**config.mk**
```make
export PLATFORM = sky130hd
export DESIGN_NAME = strap_capture
export DESIGN_NICKNAME = d
export VERILOG_FILES = /design/src/rtl/strap_pkg.sv /design/src/rtl/strap_pg_filter.sv /design/src/rtl/strap_grp1_latch.sv /design/src/rtl/strap_grp2_latch.sv /design/src/rtl/strap_capture.sv
export SDC_FILE = /design/constraint.sdc
export NUM_CORES = 1
export LEC_CHECK = 0
export ABC_AREA = 1
export CAP_MARGIN = 15
export CORE_MARGIN = 3
export CORE_UTILIZATION = 44
export DETAILED_ROUTE_END_ITERATION = 7
export HOLD_SLACK_MARGIN = 0.02
export PLACE_DENSITY = 0.9
export SETUP_SLACK_MARGIN = 0.05
export SYNTH_ARGS = -nofsm -noshare
export SYNTH_HDL_FRONTEND = slang
export SYNTH_HIERARCHICAL = 1
export SYNTH_SLANG_ARGS = --single-unit
```
**constraint.sdc**
```tcl
create_clock -name clk -period 1.7 [get_ports clk]
set_clock_uncertainty 0.15 [all_clocks]
set_input_delay 0.17 -clock clk [delete_from_list [all_inputs] [get_ports clk]]
set_output_delay 0.17 -clock clk [all_outputs]
set_load 0.01 [all_outputs]
```
**src/rtl/strap_pkg.sv**
```systemverilog
package strap_pkg;

   localparam int unsigned ROM_KINDS = 4;

   typedef enum logic [1:0] {
      ROM_FWH  = 2'b00,
      ROM_LPC  = 2'b01,
      ROM_SPI  = 2'b10,
      ROM_RSVD = 2'b11
   } rom_kind_e;

   function automatic logic [ROM_KINDS-1:0] rom_onehot(input rom_kind_e kind);
      logic [ROM_KINDS-1:0] sel;
      sel = '0;
      sel[int'(kind)] = 1'b1;
      return sel;
   endfunction

endpackage

```
**src/rtl/strap_pg_filter.sv**
```systemverilog
module strap_pg_filter #(
   parameter int unsigned SYNC_STAGES = 2,
   parameter int unsigned DEB_CYCLES  = 16
) (
   input  logic clk,
   input  logic rst_n,
   input  logic pg_raw,
   output logic pg_rise
);
   localparam int unsigned CNT_W = $clog2(DEB_CYCLES + 1);
   localparam logic [CNT_W-1:0] CNT_TOP = CNT_W'(DEB_CYCLES - 1);

   logic [SYNC_STAGES-1:0] sync_q;
   logic                   pg_sync;
   logic                   deb_q;
   logic                   deb_dly_q;

   // synchroniser chain, one flop per stage
   generate
      for (genvar s = 0; s < SYNC_STAGES; s++) begin : g_sync
         if (s == 0) begin : g_first
            always_ff @(posedge clk or negedge rst_n) begin
               if (!rst_n) sync_q[0] <= 1'b0;
               else        sync_q[0] <= pg_raw;
            end
         end else begin : g_next
            always_ff @(posedge clk or negedge rst_n) begin
               if (!rst_n) sync_q[s] <= 1'b0;
               else        sync_q[s] <= sync_q[s-1];
            end
         end
      end
   endgenerate

   assign pg_sync = sync_q[SYNC_STAGES-1];

   // filter variant chosen by the qualification length
   generate
      if (DEB_CYCLES == 1) begin : g_direct
         always_ff @(posedge clk or negedge rst_n) begin
            if (!rst_n) deb_q <= 1'b0;
            else        deb_q <= pg_sync;
         end
      end else begin : g_count
         logic [CNT_W-1:0] cnt_q;
         always_ff @(posedge clk or negedge rst_n) begin
            if (!rst_n) begin
               cnt_q <= '0;
               deb_q <= 1'b0;
            end else if (!pg_sync) begin
               cnt_q <= '0;
               deb_q <= 1'b0;
            end else if (cnt_q == CNT_TOP) begin
               deb_q <= 1'b1;
            end else begin
               cnt_q <= cnt_q + 1'b1;
            end
         end
      end
   endgenerate

   always_ff @(posedge clk or negedge rst_n) begin
      if (!rst_n) deb_dly_q <= 1'b0;
      else        deb_dly_q <= deb_q;
   end

   assign pg_rise = deb_q & ~deb_dly_q;

endmodule

```
**src/rtl/strap_grp1_latch.sv**
```systemverilog
module strap_grp1_latch
   import strap_pkg::*;
#(
   parameter int unsigned G1_W = 8
) (
   input  logic                 clk,
   input  logic                 rst_n,
   input  logic [G1_W-1:0]      g1_pins,
   input  logic [1:0]           rom_pins,
   output logic [G1_W-1:0]      g1_cfg,
   output logic [ROM_KINDS-1:0] rom_sel,
   output logic                 g1_valid
);
   logic done_q;

   always_ff @(posedge clk or negedge rst_n) begin
      if (!rst_n) begin
         done_q   <= 1'b0;
         g1_cfg   <= '0;
         rom_sel  <= '0;
         g1_valid <= 1'b0;
      end else if (!done_q) begin
         done_q   <= 1'b1;
         g1_cfg   <= g1_pins;
         rom_sel  <= rom_onehot(rom_kind_e'(rom_pins));
         g1_valid <= 1'b1;
      end else begin
         g1_valid <= 1'b0;
      end
   end

endmodule

```
**src/rtl/strap_grp2_latch.sv**
```systemverilog
module strap_grp2_latch #(
   parameter int unsigned           G2_W        = 8,
   parameter int unsigned           DBG_W       = 5,
   parameter logic [DBG_W-1:0]      DBG_DEFAULT = '1
) (
   input  logic              clk,
   input  logic              rst_n,
   input  logic              capture,
   input  logic [G2_W-1:0]   g2_pins,
   input  logic              dbg_en_pin,
   input  logic [DBG_W-1:0]  dbg_pins,
   input  logic              pci_boot_pin,
   input  logic              wdt_pin,
   output logic [G2_W-1:0]   g2_cfg,
   output logic [DBG_W-1:0]  dbg_cfg,
   output logic              dbg_en_cfg,
   output logic              pci_boot_cfg,
   output logic              wdt_cfg,
   output logic              g2_valid
);
   logic [DBG_W-1:0] dbg_next;
   logic             cold_q;

   // per-bit choice between pin and built-in default
   generate
      for (genvar b = 0; b < DBG_W; b++) begin : g_dbg
         assign dbg_next[b] = dbg_en_pin ? dbg_pins[b] : DBG_DEFAULT[b];
      end
   endgenerate

   always_ff @(posedge clk or negedge rst_n) begin
      if (!rst_n) begin
         cold_q       <= 1'b1;
         g2_cfg       <= '0;
         dbg_cfg      <= '0;
         dbg_en_cfg   <= 1'b0;
         pci_boot_cfg <= 1'b0;
         wdt_cfg      <= 1'b0;
         g2_valid     <= 1'b0;
      end else begin
         g2_valid <= capture;
         if (capture) begin
            cold_q       <= 1'b0;
            g2_cfg       <= g2_pins;
            dbg_cfg      <= dbg_next;
            dbg_en_cfg   <= dbg_en_pin;
            pci_boot_cfg <= pci_boot_pin & cold_q;
            wdt_cfg      <= wdt_pin;
         end
      end
   end

endmodule

```
**src/rtl/strap_capture.sv**
```systemverilog
module strap_capture
   import strap_pkg::*;
#(
   parameter int unsigned      G1_W        = 8,
   parameter int unsigned      G2_W        = 8,
   parameter int unsigned      DBG_W       = 5,
   parameter logic [DBG_W-1:0] DBG_DEFAULT = '1,
   parameter int unsigned      SYNC_STAGES = 2,
   parameter int unsigned      DEB_CYCLES  = 16
) (
   input  logic                 clk,
   input  logic                 rsm_rst_n,
   input  logic                 pg_raw,
   input  logic [G1_W-1:0]      g1_pins,
   input  logic [1:0]           rom_pins,
   input  logic [G2_W-1:0]      g2_pins,
   input  logic                 dbg_en_pin,
   input  logic [DBG_W-1:0]     dbg_pins,
   input  logic                 pci_boot_pin,
   input  logic                 wdt_pin,
   output logic [G1_W-1:0]      g1_cfg,
   output logic [ROM_KINDS-1:0] rom_sel,
   output logic                 g1_valid,
   output logic [G2_W-1:0]      g2_cfg,
   output logic [DBG_W-1:0]     dbg_cfg,
   output logic                 dbg_en_cfg,
   output logic                 pci_boot_cfg,
   output logic                 wdt_cfg,
   output logic                 g2_valid
);
   // elaboration-time parameter checks
   generate
      if (G1_W < 1 || G2_W < 1 || DBG_W < 1) begin : g_bad_width
         $error("strap_capture: strap widths must be at least 1");
      end
      if (SYNC_STAGES < 2) begin : g_bad_sync
         $error("strap_capture: SYNC_STAGES must be at least 2");
      end
      if (DEB_CYCLES < 1) begin : g_bad_deb
         $error("strap_capture: DEB_CYCLES must be at least 1");
      end
   endgenerate

   logic pg_rise;

   strap_pg_filter #(
      .SYNC_STAGES (SYNC_STAGES),
      .DEB_CYCLES  (DEB_CYCLES)
   ) u_pg (
      .clk     (clk),
      .rst_n   (rsm_rst_n),
      .pg_raw  (pg_raw),
      .pg_rise (pg_rise)
   );

   strap_grp1_latch #(
      .G1_W (G1_W)
   ) u_g1 (
      .clk      (clk),
      .rst_n    (rsm_rst_n),
      .g1_pins  (g1_pins),
      .rom_pins (rom_pins),
      .g1_cfg   (g1_cfg),
      .rom_sel  (rom_sel),
      .g1_valid (g1_valid)
   );

   strap_grp2_latch #(
      .G2_W        (G2_W),
      .DBG_W       (DBG_W),
      .DBG_DEFAULT (DBG_DEFAULT)
   ) u_g2 (
      .clk          (clk),
      .rst_n        (rsm_rst_n),
      .capture      (pg_rise),
      .g2_pins      (g2_pins),
      .dbg_en_pin   (dbg_en_pin),
      .dbg_pins     (dbg_pins),
      .pci_boot_pin (pci_boot_pin),
      .wdt_pin      (wdt_pin),
      .g2_cfg       (g2_cfg),
      .dbg_cfg      (dbg_cfg),
      .dbg_en_cfg   (dbg_en_cfg),
      .pci_boot_cfg (pci_boot_cfg),
      .wdt_cfg      (wdt_cfg),
      .g2_valid     (g2_valid)
   );

endmodule

```
* Yosys cells after proc, flatten, opt, wreduce, memory -nomap -nowiden
Cells that the tools add are included.
** Storage, ports and cells
- Latch bits :: 0
- Logic and storage cells :: 38
- Memories :: 0
- Bits in read-only memories :: 0
- Bits in writable memories :: 0
- Register bits :: 41
** Cells by class
- Bitwise operators :: 3
- $add $sub $neg :: 1
- Multiplexer cells :: 12
- Reductions and logical operators :: 1
- Equal/unequal tests :: 3
- Multipliers :: 0
- Shift-type cells :: 0
- Divide/modulo/power cells :: 0
- $lt $le $gt $ge :: 2
** Operators with widths (number)
- $mux 5 :: 2
- $mux 1 :: 9
- $add 5x1->5 const B :: 1
- $eq 5x4->1 const B :: 1
- $ne 2x2->1 const B :: 2
- $lt 2x3->1 const B :: 1
- $and 1x1->1 :: 2
- $demux 1 s2 :: 1
- $ge 2x1->1 const B :: 1
- $logic_and 1x1->1 :: 1
- $not 1->1 :: 1

* Longest topological paths before layout
- Depth after elaboration :: 4
- Mapped depth :: 7
- Mapped depth without buffers :: 7

* Cells and area by module
The synthesis kept the hierarchy.
** By module, submodules not included
- strap_grp2_latch :: instances 1, area each 742.0 sq um, cells an instance 82, seq. area each 451.7 sq um
- strap_grp1_latch :: instances 1, area each 530.5 sq um, cells an instance 56, seq. area each 350.3 sq um
- strap_pg_filter :: instances 1, area each 375.4 sq um, cells an instance 37, seq. area each 225.2 sq um

* Worst setup path before layout
No wires, ideal clock.
- Kind :: register to register
- From :: register u_pg.g_count.cnt_q[0]
- To :: register u_pg.g_count.cnt_q[3]
- Clock period less this slack :: 1.530 ns
- Data arrival time :: 1.261 ns
- Cell stages (with the launch flop) :: 8
- Path slack :: 0.170 ns
- Required time :: 1.431 ns
- Cells stage by stage :: dfrtp_1 -> ha_1 -> and3_1 -> ha_1 -> nor2_1 -> nand3_1 -> nand2_1 -> nor2_1
** On the way
- Longest elaborated chain between the ends :: 3
- Elaborated cells on any way between the ends :: 5
** Ends and longest elaborated chain
- from (decl) :: line strap_pg_filter.sv:45 : logic [CNT_W-1:0] cnt_q;
- from (signal assigned) :: line strap_pg_filter.sv:56 : cnt_q <= cnt_q + 1'b1;
- $add 5x1->5 :: line strap_pg_filter.sv:56
- $mux 5 :: line strap_pg_filter.sv:53 : end else if (cnt_q == CNT_TOP) begin
- $mux 5 :: line strap_pg_filter.sv:50 : end else if (!pg_sync) begin
Several ways; a longest one is shown, not always the timed one. The select of a mux whose other input is x is not followed.
A chain may end at the register's enable or synchronous reset.

* Worst setup path after layout
Same ends and word-level chain as after synthesis.

==> run metrics <==
status=finished, final reports clean; fmax=0.624 GHz; antenna cell count=0; Vias=1296; Syn Inst Count=175; post-route ant nets=0; setup TNS=0 ps; grt total ovfl=0; Rows=21; die width=67.2 um; largest net degree at the start of global routing=20; CTS Buf Count=5; Final Cycle Share=0.943; final hold violations=0; Initial DRT Pass Iterations=4; YS warnings=6; post-placement cell area=0.00224 sq mm; fraction of layout cells with a size suffix above 1=0.113; critical path peak fanout=4; Filler cells=274; Die Area=0.00452 sq mm; CP Capture Type=register; CTS HTree Levels=2; post-synthesis instance area=0.00165 sq mm; unrepaired setup endpoints after global routing=true; vias per inst=around 4.5; first-pass GRT wire length=between 5 and 6 mm; Seq/Total Area, Yosys=0.623; area delta synth->final=44.0%; clock sinks=41; Iteration-0 DRC Markers=46; post-route cell area=~0.0024 sq mm; library cells used by synthesis=18; Setup CP Type=reg2reg; die extent in y=67.2 um; clk_lat worst skew=slightly below 300 ps; final setup violating endpoints=0; Worst Path Required=between 1500 and 2000 ps; pwr/cell area=between 800 and 900 mW/mm^2; Detailed Route WL=3.23 mm; GRT Util Overall=0.158; Post-CTS Setup Repair Bufs=0; RePlAce Congestion=0.789; vias in the first global route=1243; final net count=270; hold slack=167 ps; CTS tree=done; initial antenna violation count=0; Max-cap violations=0; Yosys reg bits=41; # IOs=59; Leak=around 1.1 nW; Max clock buf depth=2; min cycle time layout=1600 ps; crit path launch type=register; CP arrival=between 1500 and 2000 ps; Worst-path clk slew=80 ps; VDD IR max=about 0.66 mV; most frequent cells in the layout=85 x nand2_1, 57 x clkdlybuf4s50_1, 40 x dfrtp_1, 11 x inv_1; CTS Root Cell=clkbuf_8; Core Area=0.00347 sq mm; Starting Density=0.475; Post-Syn Nets=a little over 200; Synth area leader=dfrtp_1; Min-Delay Path Class=in2async; fin. max-slew vios=0; drc violations=0; Avg Cell Area, Syn=9.42 sq um; synth top area cells=dfrtp_1 61%, nand2_1 19%, buf_6 2.7%; DR WL/cell=11.3 um; top cell type's share of synthesized area=0.607; commonest non-fill, non-tap cell in the layout=nand2_1; PortBufs=58; DPL Wire Length=2.41 mm
## synth_stat cells
| library cell | instances |
|---|---|
| nand3_1 | 7 |
| inv_6 | 1 |
| nand2_1 | 85 |
| dfrtp_1 | 40 |
| buf_6 | 4 |
| nand3_2 | 1 |
| nand2_2 | 7 |
| inv_2 | 2 |
| inv_1 | 11 |
| nor2_1 | 6 |
| a21oi_1 | 2 |
| o22ai_2 | 1 |
| buf_12 | 1 |
| ha_1 | 2 |
| conb_1 | 1 |
| o21ai_1 | 2 |
| and3_1 | 1 |
| dfstp_2 | 1 |
## report_power, final
group / switching (mW) / internal (mW)
Clock: 0.319 / 0.477
Sequential: 0.0275 / 1.01
Combinational: 0.0839 / 0.125
Total: 0.430 / 1.61
## metrics by stage
step / power (mW) / util / std cells / worst slack (ps)
4_1_cts: 2.07 / 0.684 / 286 / 51.7
3_3_place_gp: 1.26 / 0.645 / 277 / 133
2_1_floorplan: 1.12 / - / 175 / 170
6_report: 2.04 / 0.684 / 286 / 97.2
5_1_grt: 2.15 / 0.684 / 286 / 38.0
3_5_place_dp: 1.27 / 0.645 / 277 / 48.1
## worst paths after layout
path	startpoint	to	slack, ps	depth (start not counted)
worst max-delay path	u_pg/g_count.cnt_q[0]	u_pg/g_count.cnt_q[3]	100	7
worst min-delay path	rsm_rst_n	u_pg/deb_dly_q	170	2
worst max register to register	u_pg/g_count.cnt_q[0]	u_pg/g_count.cnt_q[3]	100	7
worst min register to register	u_pg/sync_q[0]	u_pg/pg_sync	210	0
max in group asynchronous	rsm_rst_n	u_g1/g1_cfg[5]	730	3
min in group clk	pg_raw	u_pg/sync_q[0]	170	1
## area by class of cell
class / count / area [sq um] / area share
clock buffers: 6 / 82.6 / 0.0348
clock inverters: 2 / 37.5 / 0.0158
inverters: 14 / 57.6 / 0.0242
multi-input cells: 115 / 503 / 0.212
flip-flops and latches: 41 / 1030 / 0.433
well taps: 46 / 57.6 / 0.0242
repair buffers: 62 / 608 / 0.256
## metal layers
metal,vias to the layer above,share of wire,track usage
met5,-,0,0
met4,0,0.022,0.0734
met3,8,0.079,0.0582
met2,51,0.48,0.258
met1,581,0.42,0.183
li1,656,-,-
## logic make-up after synthesis
family,count (synthesis),synth area share
and+or+nand+nor,107,0.265
DFF,41,0.623
buffers and inverters,19,0.0744
AOI/OAI and AO/OA,5,0.0197
adders and majority gates,2,0.0152
other,1,0.00228
## repair_timing
item | in CTS | in global routing
setup endpoints to repair | 1 | 4
pin swaps | 0 | 0
gates resized for setup | 1 | 1
hold buffers | 1 | 0
hold endpoints to repair | 41 | 0
## sequential cells by signal (all words and copies together) (netlist names)
signal / cells
u_pg/deb_q: 1
u_g2/g2_cfg: 8
u_pg/deb_dly_q: 1
u_g1/g1_valid: 1
u_pg/sync_q: 1
u_pg/pg_sync: 1
u_g2/pci_boot_cfg: 1
u_g2/dbg_cfg: 5
u_g1/done_q: 1
u_g2/dbg_en_cfg: 1
u_pg/g_count.cnt_q: 5
u_g1/g1_cfg: 8
u_g2/cold_q: 1
u_g2/g2_valid: 1
u_g1/rom_sel: 4
u_g2/wdt_cfg: 1
## worst max-delay path, stage by stage (launching register included)
cell and delay [ps]:
dfrtp_1 390, ha_1 230, and3_1 210, ha_2 210
nor2_2 130, nand3_1 70, nand2_1 60, nor2_1 40
Note: power is estimated with default switching activity, not from simulation.
